File: config.mk
export PLATFORM = sky130hd
export DESIGN_NAME = cbd_cascade_divider
export DESIGN_NICKNAME = d
export VERILOG_FILES = /design/src/rtl/cbd_pkg.sv /design/src/rtl/cbd_ctrl.sv /design/src/rtl/cbd_stage.sv /design/src/rtl/cbd_datapath.sv /design/src/rtl/cbd_cascade_divider.sv
export SDC_FILE = /design/constraint.sdc
export NUM_CORES = 1
export LEC_CHECK = 0
export BUFFER_PORTS_ARGS = -buffer_cell sky130_fd_sc_hd__buf_2
export CORE_UTILIZATION = 57
export CTS_CLUSTER_DIAMETER = 60
export CTS_CLUSTER_SIZE = 8
export DETAILED_ROUTE_END_ITERATION = 10
export GPL_TIMING_DRIVEN = 0
export PLACE_DENSITY_LB_ADDON = 0.25
export SETUP_SLACK_MARGIN = 0.5
export SYNTH_ARGS = -nofsm -noshare
export SYNTH_HDL_FRONTEND = slang
export SYNTH_SLANG_ARGS = --single-unit
File: constraint.sdc
create_clock -name clk -period 5 [get_ports clk]
set_input_delay 0.25 -clock clk [delete_from_list [all_inputs] [get_ports clk]]
set_output_delay 0.25 -clock clk [all_outputs]
set_load 0.01 [all_outputs]
File: src/rtl/cbd_pkg.sv
package cbd_pkg;

  // Strobes from the control to the divider datapath.
  typedef struct packed {
    logic clear;  // first beat of a packet: restart every stage from zero
    logic step;   // a bit is accepted this cycle
  } cbdStrobe_t;

endpackage

File: src/rtl/cbd_ctrl.sv
module cbd_ctrl
  import cbd_pkg::*;
#(
  parameter int T_MAX = 4
) (
  input  logic                       clk,
  input  logic                       rstN,
  input  logic                       inValid,
  input  logic                       inLast,
  input  logic [$clog2(T_MAX+1)-1:0] strength,
  output logic                       inReady,
  output logic                       done,
  output cbdStrobe_t                 strb,
  output logic [T_MAX-1:0]           actMask
);

  localparam int CW = $clog2(T_MAX + 1);
  localparam logic [CW-1:0] CAP = CW'(T_MAX);

  logic          inPkt;
  logic          doneQ;
  logic [CW-1:0] cntQ;
  logic [CW-1:0] reqCnt;
  logic [CW-1:0] useCnt;
  logic          beat;
  logic          start;

  assign inReady = ~doneQ;
  assign done    = doneQ;
  assign beat    = inValid & ~doneQ;
  assign start   = beat & ~inPkt;
  assign reqCnt  = (strength > CAP) ? CAP : strength;
  assign useCnt  = start ? reqCnt : cntQ;

  assign strb.clear = start;
  assign strb.step  = beat;

  for (genvar i = 0; i < T_MAX; i++) begin : g_mask
    assign actMask[i] = (useCnt > CW'(i));
  end

  always_ff @(posedge clk) begin
    if (!rstN) begin
      inPkt <= 1'b0;
      doneQ <= 1'b0;
      cntQ  <= '0;
    end else begin
      doneQ <= beat & inLast;
      if (beat) inPkt <= ~inLast;
      if (start) cntQ <= reqCnt;
    end
  end

  // the latched count never exceeds the stage count
  p_count_cap_r5: assert property (@(posedge clk) disable iff (!rstN)
    cntQ <= CAP);

  // done lasts one cycle
  p_done_pulse_r6: assert property (@(posedge clk) disable iff (!rstN)
    doneQ |=> !doneQ);

  // a finished packet leaves the control idle
  p_idle_after_done_r6: assert property (@(posedge clk) disable iff (!rstN)
    doneQ |-> !inPkt);

endmodule

File: src/rtl/cbd_stage.sv
module cbd_stage #(
  parameter int         M    = 5,
  parameter logic [M:0] POLY = 6'b100101
) (
  input  logic         clk,
  input  logic         rstN,
  input  logic         clear,
  input  logic         en,
  input  logic         inBit,
  output logic         quotBit,
  output logic [M-1:0] rem
);

  logic [M-1:0] remQ;
  logic [M-1:0] base;
  logic [M-1:0] nxt;
  logic         fb;

  // The incoming bit joins the feedback after the top delay element.
  assign base    = clear ? '0 : remQ;
  assign fb      = inBit ^ base[M-1];
  assign nxt     = {base[M-2:0], 1'b0} ^ ({M{fb}} & POLY[M-1:0]);
  assign quotBit = en & fb;
  assign rem     = remQ;

  always_ff @(posedge clk) begin
    if (!rstN)      remQ <= '0;
    else if (en)    remQ <= nxt;
    else if (clear) remQ <= '0;
  end

  // an idle stage keeps its remainder
  p_stage_hold_r7: assert property (@(posedge clk) disable iff (!rstN)
    (!en && !clear) |=> $stable(remQ));

endmodule

File: src/rtl/cbd_datapath.sv
module cbd_datapath
  import cbd_pkg::*;
#(
  parameter int                     M     = 5,
  parameter int                     T_MAX = 4,
  parameter logic [T_MAX-1:0][M:0]  POLYS = {6'b101111, 6'b110111, 6'b111101, 6'b100101}
) (
  input  logic               clk,
  input  logic               rstN,
  input  cbdStrobe_t         strb,
  input  logic [T_MAX-1:0]   actMask,
  input  logic               inBit,
  output logic [T_MAX*M-1:0] remOut
);

  logic [T_MAX:0] chain;

  assign chain[0] = inBit;

  for (genvar i = 0; i < T_MAX; i++) begin : g_stage
    logic [M-1:0] rem;

    cbd_stage #(.M(M), .POLY(POLYS[i])) u_stage (
      .clk    (clk),
      .rstN   (rstN),
      .clear  (strb.clear),
      .en     (strb.step & actMask[i]),
      .inBit  (chain[i]),
      .quotBit(chain[i+1]),
      .rem    (rem)
    );

    assign remOut[i*M +: M] = rem;

    // a stage left out of the packet reads zero
    p_inactive_zero_r5: assert property (@(posedge clk) disable iff (!rstN)
      (strb.step && !actMask[i]) |=> (remOut[i*M +: M] == '0));
  end

  // the quotient leaving the chain is quiet when nothing is accepted
  p_chain_quiet_r4: assert property (@(posedge clk) disable iff (!rstN)
    !strb.step |-> (chain[T_MAX] == 1'b0));

endmodule

File: src/rtl/cbd_cascade_divider.sv
module cbd_cascade_divider
  import cbd_pkg::*;
#(
  parameter int                     M     = 5,
  parameter int                     T_MAX = 4,
  parameter logic [T_MAX-1:0][M:0]  POLYS = {6'b101111, 6'b110111, 6'b111101, 6'b100101}
) (
  input  logic                       clk,
  input  logic                       rstN,
  input  logic [$clog2(T_MAX+1)-1:0] strength,
  input  logic                       inValid,
  input  logic                       inData,
  input  logic                       inLast,
  output logic                       inReady,
  output logic                       infoValid,
  output logic                       infoData,
  output logic                       done,
  output logic [T_MAX*M-1:0]         remOut
);

  cbdStrobe_t       strb;
  logic [T_MAX-1:0] actMask;

  cbd_ctrl #(.T_MAX(T_MAX)) u_ctrl (
    .clk     (clk),
    .rstN    (rstN),
    .inValid (inValid),
    .inLast  (inLast),
    .strength(strength),
    .inReady (inReady),
    .done    (done),
    .strb    (strb),
    .actMask (actMask)
  );

  cbd_datapath #(.M(M), .T_MAX(T_MAX), .POLYS(POLYS)) u_dp (
    .clk    (clk),
    .rstN   (rstN),
    .strb   (strb),
    .actMask(actMask),
    .inBit  (inData),
    .remOut (remOut)
  );

  always_ff @(posedge clk) begin
    if (!rstN) begin
      infoValid <= 1'b0;
      infoData  <= 1'b0;
    end else begin
      infoValid <= strb.step;
      infoData  <= inData;
    end
  end

  // accepted bit comes out on the next cycle
  p_info_echo_r2: assert property (@(posedge clk) disable iff (!rstN)
    (inValid && inReady) |=> (infoValid && infoData == $past(inData)));

  // no accepted bit, no change of remainders
  p_rem_hold_r7: assert property (@(posedge clk) disable iff (!rstN)
    !(inValid && inReady) |=> $stable(remOut));

endmodule

# Word level (Yosys, flattened, before mapping)
# Cells that the tools add are included.
[word_totals]
ff_bits = 27
input_bits = 8
out_inout_bits = 24
elab_cells = 45
[classes]
magnitude_cmp = 5
muxes = 10
n_bitwise = 21
[op_table]
columns = ["operator", "n"]
rows = [
  ["5-bit 2-to-1 mux", 8],
  ["1-bit bitwise AND", 10],
  ["5-bit XOR", 2],
  ["3-bit by 1-bit > comparator with 1-bit output (second input constant)", 2],
  ["3-bit by 2-bit > comparator with 1-bit output (second input constant)", 2],
  ["3-bit 2-to-1 mux", 2],
  ["5-bit by 3-bit XOR with 5-bit output", 1],
  ["5-bit by 4-bit XOR with 5-bit output", 1],
  ["1-bit XOR", 4],
  ["3-bit > comparator (second input constant)", 1],
  ["1-bit inverter", 3],
]

# Depth between registers and ports, before layout
[depth]
depth_word = 14
depth_mapped = 8
ltp_nobuf = 6

# Cells and area by module
# From an unflattened synthesis, not the netlist that was laid out.
[unflattened]
hier_cells = 172
hier_area_um2 = 1545.2
[by_module_without_submodules]
columns = ["mod", "n_inst", "cells_each", "area_per_inst_um2", "seq_area_each_um2"]
rows = [
  ["cbd_stage (u_dp.g_stage[3].u_stage)", 1, 33, 311.5, 100.1],
  ["cbd_ctrl", 1, 34, 309.0, 100.1],
  ["cbd_stage (u_dp.g_stage[1].u_stage)", 1, 35, 287.8, 100.1],
  ["cbd_stage (u_dp.g_stage[2].u_stage)", 1, 34, 287.8, 100.1],
  ["cbd_stage (u_dp.g_stage[0].u_stage)", 1, 28, 271.5, 100.1],
  ["cbd_cascade_divider", 1, 4, 52.6, 40.0],
  ["cbd_datapath", 1, 4, 25.0, 0.0],
]

# Least setup slack after synthesis
# OpenSTA, ideal clock, no wires.
[synth_path]
path_kind = "register to register"
from = "register u_dp.g_stage[0].u_stage.remQ[4]"
to = "register u_dp.g_stage[2].u_stage.remQ[0]"
setup_time_ns = 0.128
arrival_time_ns = 1.790
required_ns = 4.872
setup_slack_ns = 3.082
path_stages_with_launch = 8
path_buffers = 1
period_less_slack_ns = 1.918
cell_sequence = "dfxtp_1 > xnor2_1 > or3_4 > a21oi_4 > buf_4 > xor2_1 > mux2_2 > nor2_1"
[synth_via]
elab_chain_cells = 8
[synth_rtl]
columns = ["element", "line_no", "text"]
rows = [
  ["start: declaration", "cbd_stage.sv:14", "logic [M-1:0] remQ;"],
  ["start signal: assignment", "cbd_stage.sv:28", "else if (en) remQ <= nxt;"],
  ["5-bit 2-to-1 mux", "n/a", ""],
  ["1-bit XOR", "cbd_stage.sv:21", "assign fb = inBit ^ base[M-1];"],
  ["1-bit bitwise AND", "cbd_stage.sv:23", "assign quotBit = en & fb;"],
  ["1-bit XOR", "cbd_stage.sv:21", ""],
  ["1-bit bitwise AND", "cbd_stage.sv:23", ""],
  ["1-bit XOR", "cbd_stage.sv:21", ""],
  ["5-bit XOR", "cbd_stage.sv:22", "assign nxt = {base[M-2:0], 1'b0} ^ ({M{fb}} & POLY[M-1:0]);"],
  ["5-bit 2-to-1 mux", "cbd_stage.sv:28", ""],
  ["end signal: assignment", "cbd_stage.sv:28", ""],
  ["end: declaration", "cbd_stage.sv:14", ""],
]
# No other way between the ends.
# A chain may end at the register's enable or synchronous reset.

# Worst setup path after layout
[layout_path]
from = "register u_ctrl.inPkt"
to = "register u_dp.g_stage[3].u_stage.remQ[2]"
[layout_via]
elab_chain_cells = 13
elab_cells_between_ends = 24
cone_classes = "order compare (4); mux (6); bitwise (14)"
[layout_rtl]
columns = ["element", "line_no", "text"]
rows = [
  ["start: declaration", "cbd_ctrl.sv:20", "logic inPkt;"],
  ["start signal: assignment", "cbd_ctrl.sv:49", "if (beat) inPkt <= ~inLast;"],
  ["1-bit inverter (*)", "cbd_ctrl.sv:31", "assign start = beat & ~inPkt;"],
  ["1-bit bitwise AND (*)", "cbd_ctrl.sv:31", ""],
  ["3-bit 2-to-1 mux", "cbd_ctrl.sv:33", "assign useCnt = start ? reqCnt : cntQ;"],
  ["3-bit by 1-bit > comparator with 1-bit output", "cbd_ctrl.sv:39", "assign actMask[i] = (useCnt > CW'(i));"],
  ["1-bit bitwise AND", "cbd_datapath.sv:27", ".en (strb.step & actMask[i]),"],
  ["1-bit bitwise AND", "cbd_stage.sv:23", ""],
  ["1-bit XOR", "cbd_stage.sv:21", ""],
  ["1-bit bitwise AND", "cbd_stage.sv:23", ""],
  ["1-bit XOR", "cbd_stage.sv:21", ""],
  ["1-bit bitwise AND", "cbd_stage.sv:23", ""],
  ["1-bit XOR", "cbd_stage.sv:21", ""],
  ["5-bit by 4-bit XOR with 5-bit output", "cbd_stage.sv:22", ""],
  ["5-bit 2-to-1 mux (*)", "cbd_stage.sv:28", ""],
  ["end signal: assignment", "cbd_stage.sv:28", ""],
  ["end: declaration", "cbd_stage.sv:14", ""],
]
# Every way passes the cells marked *; elsewhere a longest branch is shown, timed or not.

==> flow_metrics.tcl <==
set metrics [dict create \
    synth-async-reset-ratio_pct 0 \
    drt-total-wl_mm 3.40 \
    crit_fanout 10 \
    relSlewSlack_pct 39.5 \
    outcome "finished clean" \
    rr_worst_depth 6 \
    hp-class "in2reg" \
    cts.htree.levels 1 \
    grt_pass1_wl_mm 5.64 \
    cts_resized 0 \
    tightest_slew_ps 902 \
    syn_to_final_growth_pct 15.0 \
    synth.avg_cell_area_um2 8.10 \
    tns_ps 0 \
    timing.final.crit_share_pct 41.8 \
    clockRootBuffer "clkbuf_4" \
    ys.flop_type "dfxtp_1" \
    comb_power_share_pct 23.4 \
    seqPwrFrac_pct 54.6 \
    clock_latency_ps 330 \
    grt_overflow_total 0 \
    dp_hpwl_mm 2.57 \
    clockPowerShare_pct 22.0 \
    ys_ff_latch 27 \
    final_antenna_net_count 0 \
    rows 17 \
    grt_use_total_pct 27.0 \
    min_path_cells 2 \
    die_w_um 52.3 \
    p_int_mw 0.300 \
    p_leak_nw 0.666 \
    post_cts_buffers 0 \
    n_antenna_cell 0 \
    core_um2 2300 \
    route.detailed.drc 0 \
    die_height_um 52.3 \
    power.net_switching_mw 0.139 \
    synthTopCellsByArea "dfxtp_1 37%, nor2_1 6.5%, nand2_1 6.0%" \
    wl_per_cell_um 14.1 \
    drive_gt1_share_pct 20.2 \
    fin_util_pct 72.2 \
    grt_pass1_vias 1279 \
    setup_viol 0 \
    reg2reg_slack_ps 2910 \
    place_inst 237 \
    yosysSeqAreaShare_pct 37.5 \
    required_ps 5250 \
    synth_top_area_share_pct 37.5 \
    synthesis.nets 186 \
    dr.pass1.iters 4 \
    final_hold_viol_count 0 \
    synth_edf_count 0 \
    r2r_end "u_dp.g_stage[3].u_stage.rem[2]" \
    cts_buffers 3 \
    holdPathEnd "u_ctrl.inPkt" \
    yosys_warnings 0 \
    finalPower_mw 0.438 \
    slew_viol_final 0 \
    dieArea_um2 2740 \
    startpoint_type "register" \
    hold_buffers 0 \
    instances_no_fill 241 \
    clockBufferDepth 2 \
    viasPerCell 6.07 \
    worstPathArrival_ps 2330 \
    antenna_found_initial 0 \
    switching_share_pct 31.6 \
    reg2reg_from "u_ctrl.inPkt" \
    cts.sinks 27 \
    finalClockSkew_ps 3.86 \
    gp_congestion 0.829 \
    power_density_nw_per_um2 264 \
    fmax_mhz 479 \
    clk_pin_slew_ps 140 \
    syn_inst 178 \
    ys_types 42 \
    min_from "inLast" \
    fin_crit_ps 2090 \
    cp-end-kind "register" \
    max_cap_viol_count 0 \
    cts_tree "built" \
    vias 1462 \
    drt-initial-drc-count 28 \
    grt_max_degree 15 \
    crit_type "reg2reg" \
    synthDominantAreaCellType "dfxtp_1" \
    start_util_pct 62.8 \
    rsz0062_at_grt "false" \
    syn-cell-area_um2 1440 \
    finalNetCount 222 \
    ios 32 \
    io_buffers 31 \
    vdd_drop_max_uv 190 \
]
## routing by layer
layer	vias to the layer above	wire length, um	global-route usage [%]
li1	713	-	-
met1	699	1520	35.0
met2	46	1650	46.8
met3	4	198	3.48
met4	0	26	7.02
met5	-	0	0
## critical path, cell delays in order (launching register included)
cell	delay [ps]
dfxtp_1	410
buf_2	230
nand2_1	100
or3_1	350
a221oi_2	500
a221oi_1	160
a221oi_1	260
## cells in the final DEF (no fill, tap or decap), types with 4 or more instances in the layout
cell	n
inv_1	10
clkbuf_1	6
xnor2_1	4
mux2i_1	6
a221oi_1	6
buf_2	32
nand2_1	23
a21oi_1	10
a211oi_1	9
o21ai_0	8
nor2_1	25
dfxtp_1	27
## cell type report
type | count | area (um^2)
multi-input combinational | 134 | 833
fill | 189 | 638
sequential | 27 | 541
timing repair buffer | 31 | 155
inverter | 10 | 37.5
tap | 28 | 35.0
buffer | 7 | 31.3
clock buffer | 4 | 26.3
## registers in the layout, indices dropped and copies added, names as in the netlist
name	flops
u_ctrl.cntQ	3
u_ctrl.inPkt	1
infoValid	1
u_ctrl.done	1
u_dp.g_stage.u_stage.rem	20
infoData	1
## power by group through the flow
stage / clock network, mW / logic (mW) / registers [mW]
floorplan: 0 / 0.0659 / 0.247
global placement: 0 / 0.0981 / 0.243
detailed placement: 0 / 0.101 / 0.244
CTS: 0.0972 / 0.102 / 0.239
global route: 0.101 / 0.114 / 0.241
finish: 0.0962 / 0.103 / 0.239
## worst max-delay path by stage
stage                                              start                             end  slack [ps]  cells after the start
after floorplan           u_dp.g_stage[0].u_stage.rem[4]  u_dp.g_stage[2].u_stage.rem[0]        3080                      7
after global placement    u_dp.g_stage[0].u_stage.rem[4]  u_dp.g_stage[2].u_stage.rem[0]        2980                      7
after detailed placement                    u_ctrl.inPkt  u_dp.g_stage[2].u_stage.rem[0]        2960                      7
after CTS                 u_dp.g_stage[0].u_stage.rem[4]  u_dp.g_stage[2].u_stage.rem[0]        2930                      7
after global routing      u_dp.g_stage[0].u_stage.rem[4]  u_dp.g_stage[2].u_stage.rem[0]        2730                      7
final                                       u_ctrl.inPkt  u_dp.g_stage[3].u_stage.rem[2]        2910                      6
## Yosys cell counts, types with 2 or more instances
library cell and number:
dfxtp_1 27, nor2_1 25, nand2_1 23, a21oi_1 10, inv_1 10, a211oi_1 9
o21ai_0 8, a221oi_1 6, mux2i_1 6, clkbuf_1 5, xnor2_1 4, a311oi_1 3
nand3_1 3, nor3_1 3, xor2_1 3, a31oi_1 2, mux2_2 2, nand2b_1 2
nand3b_1 2, o22ai_1 2, o311a_1 2
## through the flow
| step | setup WS [ps] | cell area (um^2) | hold slack (ps) |
|---|---|---|---|
| 6_report | 2910 | 1660 | 98.8 |
| 5_1_grt | 2730 | 1660 | 99.7 |
| 4_1_cts | 2930 | 1660 | 100 |
| 3_5_place_dp | 2960 | 1630 | 457 |
| 2_1_floorplan | 3080 | 1440 | 346 |
| 3_3_place_gp | 2980 | 1630 | 444 |
## logic make-up after synthesis
logic type / Yosys count / synth area share (%)
simple gates: 65 / 19.9
compound gates: 53 / 26.9
flops: 27 / 37.5
buf+inv: 17 / 4.77
mux: 9 / 6.76
xor+xnor: 7 / 4.25
Power figures use the tool's default switching activity.
